[config.mk]
export PLATFORM = sky130hd
export DESIGN_NAME = spi_port
export DESIGN_NICKNAME = d
export VERILOG_FILES = /design/src/rtl/spi_port_pkg.sv /design/src/rtl/spi_clkgen.sv /design/src/rtl/spi_shifter.sv /design/src/rtl/spi_port.sv
export SDC_FILE = /design/constraint.sdc
export NUM_CORES = 1
export LEC_CHECK = 0
export CAP_MARGIN = 40
export CORE_MARGIN = 2
export CORE_UTILIZATION = 63
export CTS_CLUSTER_DIAMETER = 50
export DETAILED_ROUTE_END_ITERATION = 8
export DONT_BUFFER_PORTS = 1
export GPL_ROUTABILITY_DRIVEN = 0
export PLACE_DENSITY_LB_ADDON = 0.12
export SKIP_LAST_GASP = 1
export SYNTH_ARGS = -nofsm -noshare
export SYNTH_HDL_FRONTEND = slang
export SYNTH_SLANG_ARGS = --single-unit
[constraint.sdc]
create_clock -name clk -period 2.8 [get_ports clk]
set_clock_uncertainty 0.1 [all_clocks]
set_input_delay 0.56 -clock clk [delete_from_list [all_inputs] [get_ports clk]]
set_output_delay 0.56 -clock clk [all_outputs]
set_load 0.01 [all_outputs]
[src/rtl/spi_port_pkg.sv]
// Shared definitions for the SPI port: register layout and addresses.
package spi_port_pkg;

    // Control register fields; the packing order is the bit order software sees.
    typedef struct packed {
        logic [1:0] rate;       // half-period = 2 << rate system clocks
        logic       cpha;       // 1: sample on second edge of each bit
        logic       cpol;       // idle level of the serial clock
        logic       lsb_first;  // bit order on the wire
        logic       ss_ignore;  // select input has no effect when set
        logic       master;     // master role request
        logic       en;         // block enable
    } ctrl_t;

    localparam logic [1:0] ADDR_CTRL = 2'd0;
    localparam logic [1:0] ADDR_STAT = 2'd1;
    localparam logic [1:0] ADDR_DATA = 2'd2;

endpackage

[src/rtl/spi_clkgen.sv]
// Master serial clock generator. It produces 2*BITS half-periods of
// (BASE_HALF << rate) clocks after a start pulse and flags the leading and
// trailing edges of each bit. It assumes start arrives only while idle.
module spi_clkgen #(
    parameter int BITS      = 8,
    parameter int RATE_W    = 2,
    parameter int BASE_HALF = 2
) (
    input  logic              clk,
    input  logic              rst_n,
    input  logic              start,
    input  logic              abort,
    input  logic [RATE_W-1:0] rate,
    output logic              running,
    output logic              phase,
    output logic              lead,
    output logic              trail,
    output logic              done
);
    localparam int EDGES = 2 * BITS;
    localparam int EW    = $clog2(EDGES);
    localparam int DIVW  = $clog2(BASE_HALF << ((1 << RATE_W) - 1)) + 1;

    logic [DIVW-1:0] div_q;
    logic [EW-1:0]   edge_q;
    logic            run_q;
    logic            phase_q;
    logic [DIVW-1:0] half;
    logic            expire;

    assign half   = DIVW'(BASE_HALF) << rate;
    assign expire = run_q && (div_q == half - DIVW'(1));

    // Divider, edge counter and clock phase.
    always_ff @(posedge clk) begin
        if (!rst_n || abort) begin
            run_q   <= 1'b0;
            phase_q <= 1'b0;
            div_q   <= '0;
            edge_q  <= '0;
        end else if (start && !run_q) begin
            run_q  <= 1'b1;
            div_q  <= '0;
            edge_q <= '0;
        end else if (expire) begin
            div_q   <= '0;
            phase_q <= ~phase_q;
            edge_q  <= edge_q + EW'(1);
            if (edge_q == EW'(EDGES - 1)) run_q <= 1'b0;
        end else if (run_q) begin
            div_q <= div_q + DIVW'(1);
        end
    end

    assign running = run_q;
    assign phase   = phase_q;
    assign lead    = expire && !edge_q[0];
    assign trail   = expire && edge_q[0];
    assign done    = expire && (edge_q == EW'(EDGES - 1));

    // After the final edge the clock is parked at idle and the generator stops.
    assert_end_idle_R2: assert property (@(posedge clk) disable iff (!rst_n)
        done |=> (!run_q && !phase_q));
    // An abort stops the clock at once.
    assert_abort_stops_R6: assert property (@(posedge clk) disable iff (!rst_n)
        abort |=> (!run_q && !phase_q));
endmodule

[src/rtl/spi_shifter.sv]
// Shared shift register for both roles. It samples the input bit on sample
// pulses and updates the registered output bit on shift pulses. It assumes
// sample and shift never coincide.
module spi_shifter #(
    parameter int BITS = 8
) (
    input  logic            clk,
    input  logic            rst_n,
    input  logic            load,
    input  logic [BITS-1:0] load_data,
    input  logic            clear,
    input  logic            sample,
    input  logic            shift,
    input  logic            in_bit,
    input  logic            lsb_first,
    output logic            out_bit,
    output logic [BITS-1:0] rx_data,
    output logic            frame_end,
    output logic            mid
);
    localparam int CW = $clog2(BITS);

    logic [BITS-1:0] shreg;
    logic [BITS-1:0] rx_q;
    logic [BITS-1:0] shifted;
    logic [CW-1:0]   cnt;
    logic            out_q;

    assign shifted   = lsb_first ? {in_bit, shreg[BITS-1:1]} : {shreg[BITS-2:0], in_bit};
    assign frame_end = sample && !clear && !load && (cnt == CW'(BITS - 1));

    // Load, shift and frame-count state.
    always_ff @(posedge clk) begin
        if (!rst_n) begin
            shreg <= '0;
            rx_q  <= '0;
            cnt   <= '0;
            out_q <= 1'b0;
        end else if (load) begin
            shreg <= load_data;
            out_q <= lsb_first ? load_data[0] : load_data[BITS-1];
            cnt   <= '0;
        end else begin
            if (clear) begin
                cnt <= '0;
            end else if (sample) begin
                shreg <= shifted;
                cnt   <= frame_end ? '0 : cnt + CW'(1);
                if (frame_end) rx_q <= shifted;
            end
            if (shift) out_q <= lsb_first ? shreg[0] : shreg[BITS-1];
        end
    end

    assign out_bit = out_q;
    assign rx_data = rx_q;
    assign mid     = (cnt != '0);

    // A freshly loaded byte presents its first wire bit.
    assert_load_first_bit_R3: assert property (@(posedge clk) disable iff (!rst_n)
        load |=> (out_q == ($past(lsb_first) ? $past(load_data[0]) : $past(load_data[BITS-1]))));
    // A completed frame leaves no partial count behind.
    assert_frame_restart_R9: assert property (@(posedge clk) disable iff (!rst_n)
        frame_end |=> !mid);
endmodule

[src/rtl/spi_port.sv]
// SPI port top. It holds the register file and chooses the master clock or
// the detected external clock edges. It also handles the hand-over from
// master to slave when the select input is pulled low. It assumes all pin
// inputs are synchronous to clk.
module spi_port
    import spi_port_pkg::*;
#(
    parameter int BITS      = 8,
    parameter int BASE_HALF = 2
) (
    input  logic       clk,
    input  logic       rst_n,
    input  logic       reg_wr,
    input  logic [1:0] reg_addr,
    input  logic [7:0] reg_wdata,
    output logic [7:0] reg_rdata,
    input  logic       ss_n_i,
    input  logic       sclk_i,
    output logic       sclk_o,
    output logic       sclk_oe,
    input  logic       mosi_i,
    output logic       mosi_o,
    output logic       mosi_oe,
    input  logic       miso_i,
    output logic       miso_o,
    output logic       miso_oe
);
    localparam int RATE_W = 2;

    ctrl_t     ctrl_q;
    logic      done_q, coll_q, sclk_q;
    logic      as_master, fault, selected, busy;
    logic      data_wr, accept, collide, start;
    logic      m_run, m_phase, m_lead, m_trail, m_done;
    logic      s_lead, s_trail, lead, trail;
    logic      sh_sample, sh_shift, sh_clear, sh_out, sh_end, sh_mid;
    logic [BITS-1:0] rx;

    assign as_master = ctrl_q.en && ctrl_q.master;
    assign fault     = as_master && !ctrl_q.ss_ignore && !ss_n_i;
    assign selected  = ctrl_q.en && !ctrl_q.master && (ctrl_q.ss_ignore || !ss_n_i);
    assign busy      = m_run || sh_mid;
    assign data_wr   = reg_wr && (reg_addr == ADDR_DATA);
    assign accept    = data_wr && !busy;
    assign collide   = data_wr && busy;
    assign start     = accept && as_master && !fault;

    // Slave edge detection, relative to the idle clock level.
    assign s_lead  = selected && (sclk_i != ctrl_q.cpol) && (sclk_q == ctrl_q.cpol);
    assign s_trail = selected && (sclk_i == ctrl_q.cpol) && (sclk_q != ctrl_q.cpol);
    assign lead      = as_master ? m_lead  : s_lead;
    assign trail     = as_master ? m_trail : s_trail;
    assign sh_sample = ctrl_q.cpha ? trail : lead;
    assign sh_shift  = ctrl_q.cpha ? lead  : trail;
    assign sh_clear  = fault || (!as_master && !selected);

    spi_clkgen #(.BITS(BITS), .RATE_W(RATE_W), .BASE_HALF(BASE_HALF)) u_clk (
        .clk(clk), .rst_n(rst_n), .start(start), .abort(fault || !as_master),
        .rate(ctrl_q.rate), .running(m_run), .phase(m_phase),
        .lead(m_lead), .trail(m_trail), .done(m_done)
    );

    spi_shifter #(.BITS(BITS)) u_sh (
        .clk(clk), .rst_n(rst_n), .load(accept), .load_data(reg_wdata[BITS-1:0]),
        .clear(sh_clear), .sample(sh_sample), .shift(sh_shift),
        .in_bit(as_master ? miso_i : mosi_i), .lsb_first(ctrl_q.lsb_first),
        .out_bit(sh_out), .rx_data(rx), .frame_end(sh_end), .mid(sh_mid)
    );

    // Control register, sticky flags and the previous external clock level.
    always_ff @(posedge clk) begin
        if (!rst_n) begin
            ctrl_q <= '0;
            done_q <= 1'b0;
            coll_q <= 1'b0;
            sclk_q <= 1'b0;
        end else begin
            sclk_q <= sclk_i;
            if (reg_wr && reg_addr == ADDR_CTRL) ctrl_q <= ctrl_t'(reg_wdata);
            if (fault) ctrl_q.master <= 1'b0;
            if (m_done || fault || (sh_end && !as_master)) done_q <= 1'b1;
            else if (reg_wr && reg_addr == ADDR_STAT && reg_wdata[7]) done_q <= 1'b0;
            if (collide) coll_q <= 1'b1;
            else if (reg_wr && reg_addr == ADDR_STAT && reg_wdata[6]) coll_q <= 1'b0;
        end
    end

    // Register read multiplexer.
    always_comb begin
        case (reg_addr)
            ADDR_CTRL: reg_rdata = ctrl_q;
            ADDR_STAT: reg_rdata = {done_q, coll_q, 6'b0};
            ADDR_DATA: reg_rdata = 8'(rx);
            default:   reg_rdata = 8'h00;
        endcase
    end

    assign sclk_o  = ctrl_q.cpol ^ m_phase;
    assign sclk_oe = as_master;
    assign mosi_o  = sh_out;
    assign mosi_oe = as_master;
    assign miso_o  = sh_out;
    assign miso_oe = selected;

    // Losing the bus demotes the master and raises the completion flag.
    assert_fault_demotes_R6: assert property (@(posedge clk) disable iff (!rst_n)
        fault |=> (!ctrl_q.master && done_q && !sclk_oe));
    // The completion flag rises only on a frame end or a hand-over.
    assert_flag_source_R5: assert property (@(posedge clk) disable iff (!rst_n)
        $rose(done_q) |-> ($past(m_done) || $past(sh_end) || $past(fault)));
    // A deselected slave never drives the return line.
    assert_deselect_quiet_R7: assert property (@(posedge clk) disable iff (!rst_n)
        (!ctrl_q.ss_ignore && ss_n_i) |-> !miso_oe);
    // A write during a frame raises the collision flag.
    assert_collision_flag_R10: assert property (@(posedge clk) disable iff (!rst_n)
        collide |=> coll_q);
endmodule

==> impl_metrics.tcl <==
set metrics [dict create \
    hpwl_microns 3940 \
    synth_edf_count 0 \
    report.final.slew_viol_count 0 \
    finalSetupViolCount 0 \
    slew_headroom_pct 58.9 \
    start_kind "register" \
    drive_gt1_share_pct 14.9 \
    powerDensity_nw_per_um2 442 \
    endpoint_kind "register" \
    ant_nets 0 \
    antenna_found_initial 0 \
    route.vias.total 1802 \
    whs_path_depth 1 \
    finalHoldViolCount 0 \
    setup.worst_path.class "reg -> reg" \
    cts_max_level 2 \
    track_usage_pct 26.1 \
    rsz0062_at_grt "no" \
    diodes 0 \
    worstMarginPinSlew_ps 616 \
    postSynth.asyncResetShare_pct 0 \
    dieHeight_microns 65.4 \
    layout_min_cycle_time_ps 2290 \
    grt_pass1_vias 1773 \
    ys_seq_area_share_pct 35.4 \
    placed_cell_area_sq_um 2370 \
    root_buffer "clkbuf_8" \
    final_common_cell "dfxtp_1" \
    clk_pin_slew_ps 80 \
    post_cts_buffers 0 \
    cts_max_path_buffers 2 \
    synth_area_sq_um 2370 \
    fmax_mhz 436 \
    avgSynthCellArea_sq_um 9.73 \
    drt_iter0_markers 91 \
    yosysTopAreaCellShare_pct 35.4 \
    drv_cap 0 \
    fin_nets 263 \
    period_share_pct 81.9 \
    tns_ps 0 \
    row_count 22 \
    required_ps 2890 \
    tritoncts "yes" \
    port-buffer-count 0 \
    drt_first_pass_iters 4 \
    cts_sinks 42 \
    total_leakage_power_nw 0.913 \
    via_per_inst 6.21 \
    mostFrequentLayoutCells "dfxtp_1 (42), mux2i_1 (25), nor2_1 (20)" \
    synth_ff_type "dfxtp_1" \
    drt-wirelength-per-cell_microns 18.1 \
    hp-class "in -> reg" \
    grt-ovfl-total 0 \
    cts_buffers 5 \
    grt_first_pass_wirelength_microns 8460 \
    insertion_delay_ps 290 \
    core_sq_um 3630 \
    holdBufCountCts 0 \
    ir_drop_v 0.000301 \
    area_delta_synth_final_pct 3.58 \
    status "finished clean" \
    reg2regPathDepth 7 \
    final_area_sq_um 2460 \
    yosysWarnings 0 \
    ys_ff_latch 42 \
    synth_top_area_cell "dfxtp_1" \
    io_pins 31 \
    crit_arrival_ps 2380 \
    drc 0 \
    drt_wl_total_microns 5250 \
    die-width_microns 65.4 \
    synth.area.top_cells "dfxtp_1 (35%), mux2i_1 (11%), nor2b_1 (4.7%)" \
    syn_nets 266 \
    grt_max_degree 31 \
    initial_core_util_pct 65.3 \
    synth_cell_types 50 \
    crit_fanout 9 \
    die-area_sq_um 4270 \
    synth_cells 244 \
    cts_resized 0 \
]
==> logic make-up after synthesis <==
family / count (synthesis) / share of synthesized area, %
simple gates: 91 / 23.0
compound gates: 43 / 14.8
flops: 42 / 35.4
mux: 35 / 15.8
buf+inv: 18 / 4.69
xor+xnor: 10 / 3.69
fa+ha+maj: 5 / 2.64
==> worst max-delay path: stages (launching register included) <==
cell and delay [ps]:
dfxtp_1 480, nor4bb_1 110, a311oi_2 580, o211a_4 310, nand4bb_1 140, buf_4 210, o211ai_2 90, and2_1 170
==> routing by layer <==
| metal | global-route usage, % | vias to the layer above | part of all wire (%) |
|---|---|---|---|
| li1 | - | 873 | - |
| met1 | 33.9 | 874 | 44 |
| met2 | 43.4 | 47 | 48 |
| met3 | 6.68 | 8 | 6.0 |
| met4 | 6.51 | 0 | 1.2 |
| met5 | 0 | - | 0 |
==> cell type report <==
type | instances | area [sq um]
Timing Repair Buffer | 4 | 30.0
Tap cell | 48 | 60.1
Inverter | 4 | 15.0
Clock buffer | 7 | 86.3
Fill cell | 289 | 1170
Sequential cell | 42 | 841
Multi-Input combinational cell | 184 | 1420
Clock inverter | 1 | 5.00
==> state kept, by name, summed over array words and instances, names as in the netlist <==
name	flops
ctrl_q	8
u_sh.rx_data	8
u_sh.shreg	8
u_clk.div_q	5
u_clk.edge_q	4
u_sh.cnt	3
coll_q	1
done_q	1
sclk_q	1
u_clk.phase	1
u_clk.running	1
u_sh.out_bit	1
==> cell usage after synthesis, types with 3 or more instances <==
cell type	instances
nor2b_1	18
xor2_1	6
nand4_1	4
xnor2_1	4
mux2i_1	25
a32o_1	8
nand3b_1	5
nor3b_1	10
mux2_2	9
nor2_1	20
nand2_1	10
o211ai_1	3
o21ai_0	6
a21oi_1	8
dfxtp_1	42
ha_1	5
o21a_1	8
buf_6	3
nand3_1	3
clkbuf_1	6
inv_1	4
buf_4	3
==> report_power, final <==
part / internal (W) / switching (W)
clock: 0.000199 / 0.000200
sequential: 0.000606 / 0.0000118
combinational: 0.0000372 / 0.0000325
total: 0.000842 / 0.000245
==> worst paths after layout <==
check                                    start                            to  slack (ps)
setup / recovery        ctrl_q[7]$_SDFFE_PN0P_           done_q$_SDFFE_PN0P_         510
hold reg to reg   u_clk.edge_q[1]$_SDFFE_PP0N_  u_clk.edge_q[1]$_SDFFE_PP0N_         390
hold / removal                          sclk_i             sclk_q$_SDFF_PN0_         290
setup reg to reg        ctrl_q[7]$_SDFFE_PN0P_           done_q$_SDFFE_PN0P_         510
==> per-stage QoR <==
step	std cells	power [W]	hold slack, ps	setup WS (ps)	utilization (%)
floorplan	244	0.000698	352	660	-
global placement	282	0.000698	365	563	65.2
detailed placement	282	0.000701	375	514	65.2
CTS	290	0.00110	280	516	67.7
global route	290	0.00112	277	350	67.7
finish	290	0.00109	289	508	67.7
No activity file was read; power rests on OpenSTA's default activity.
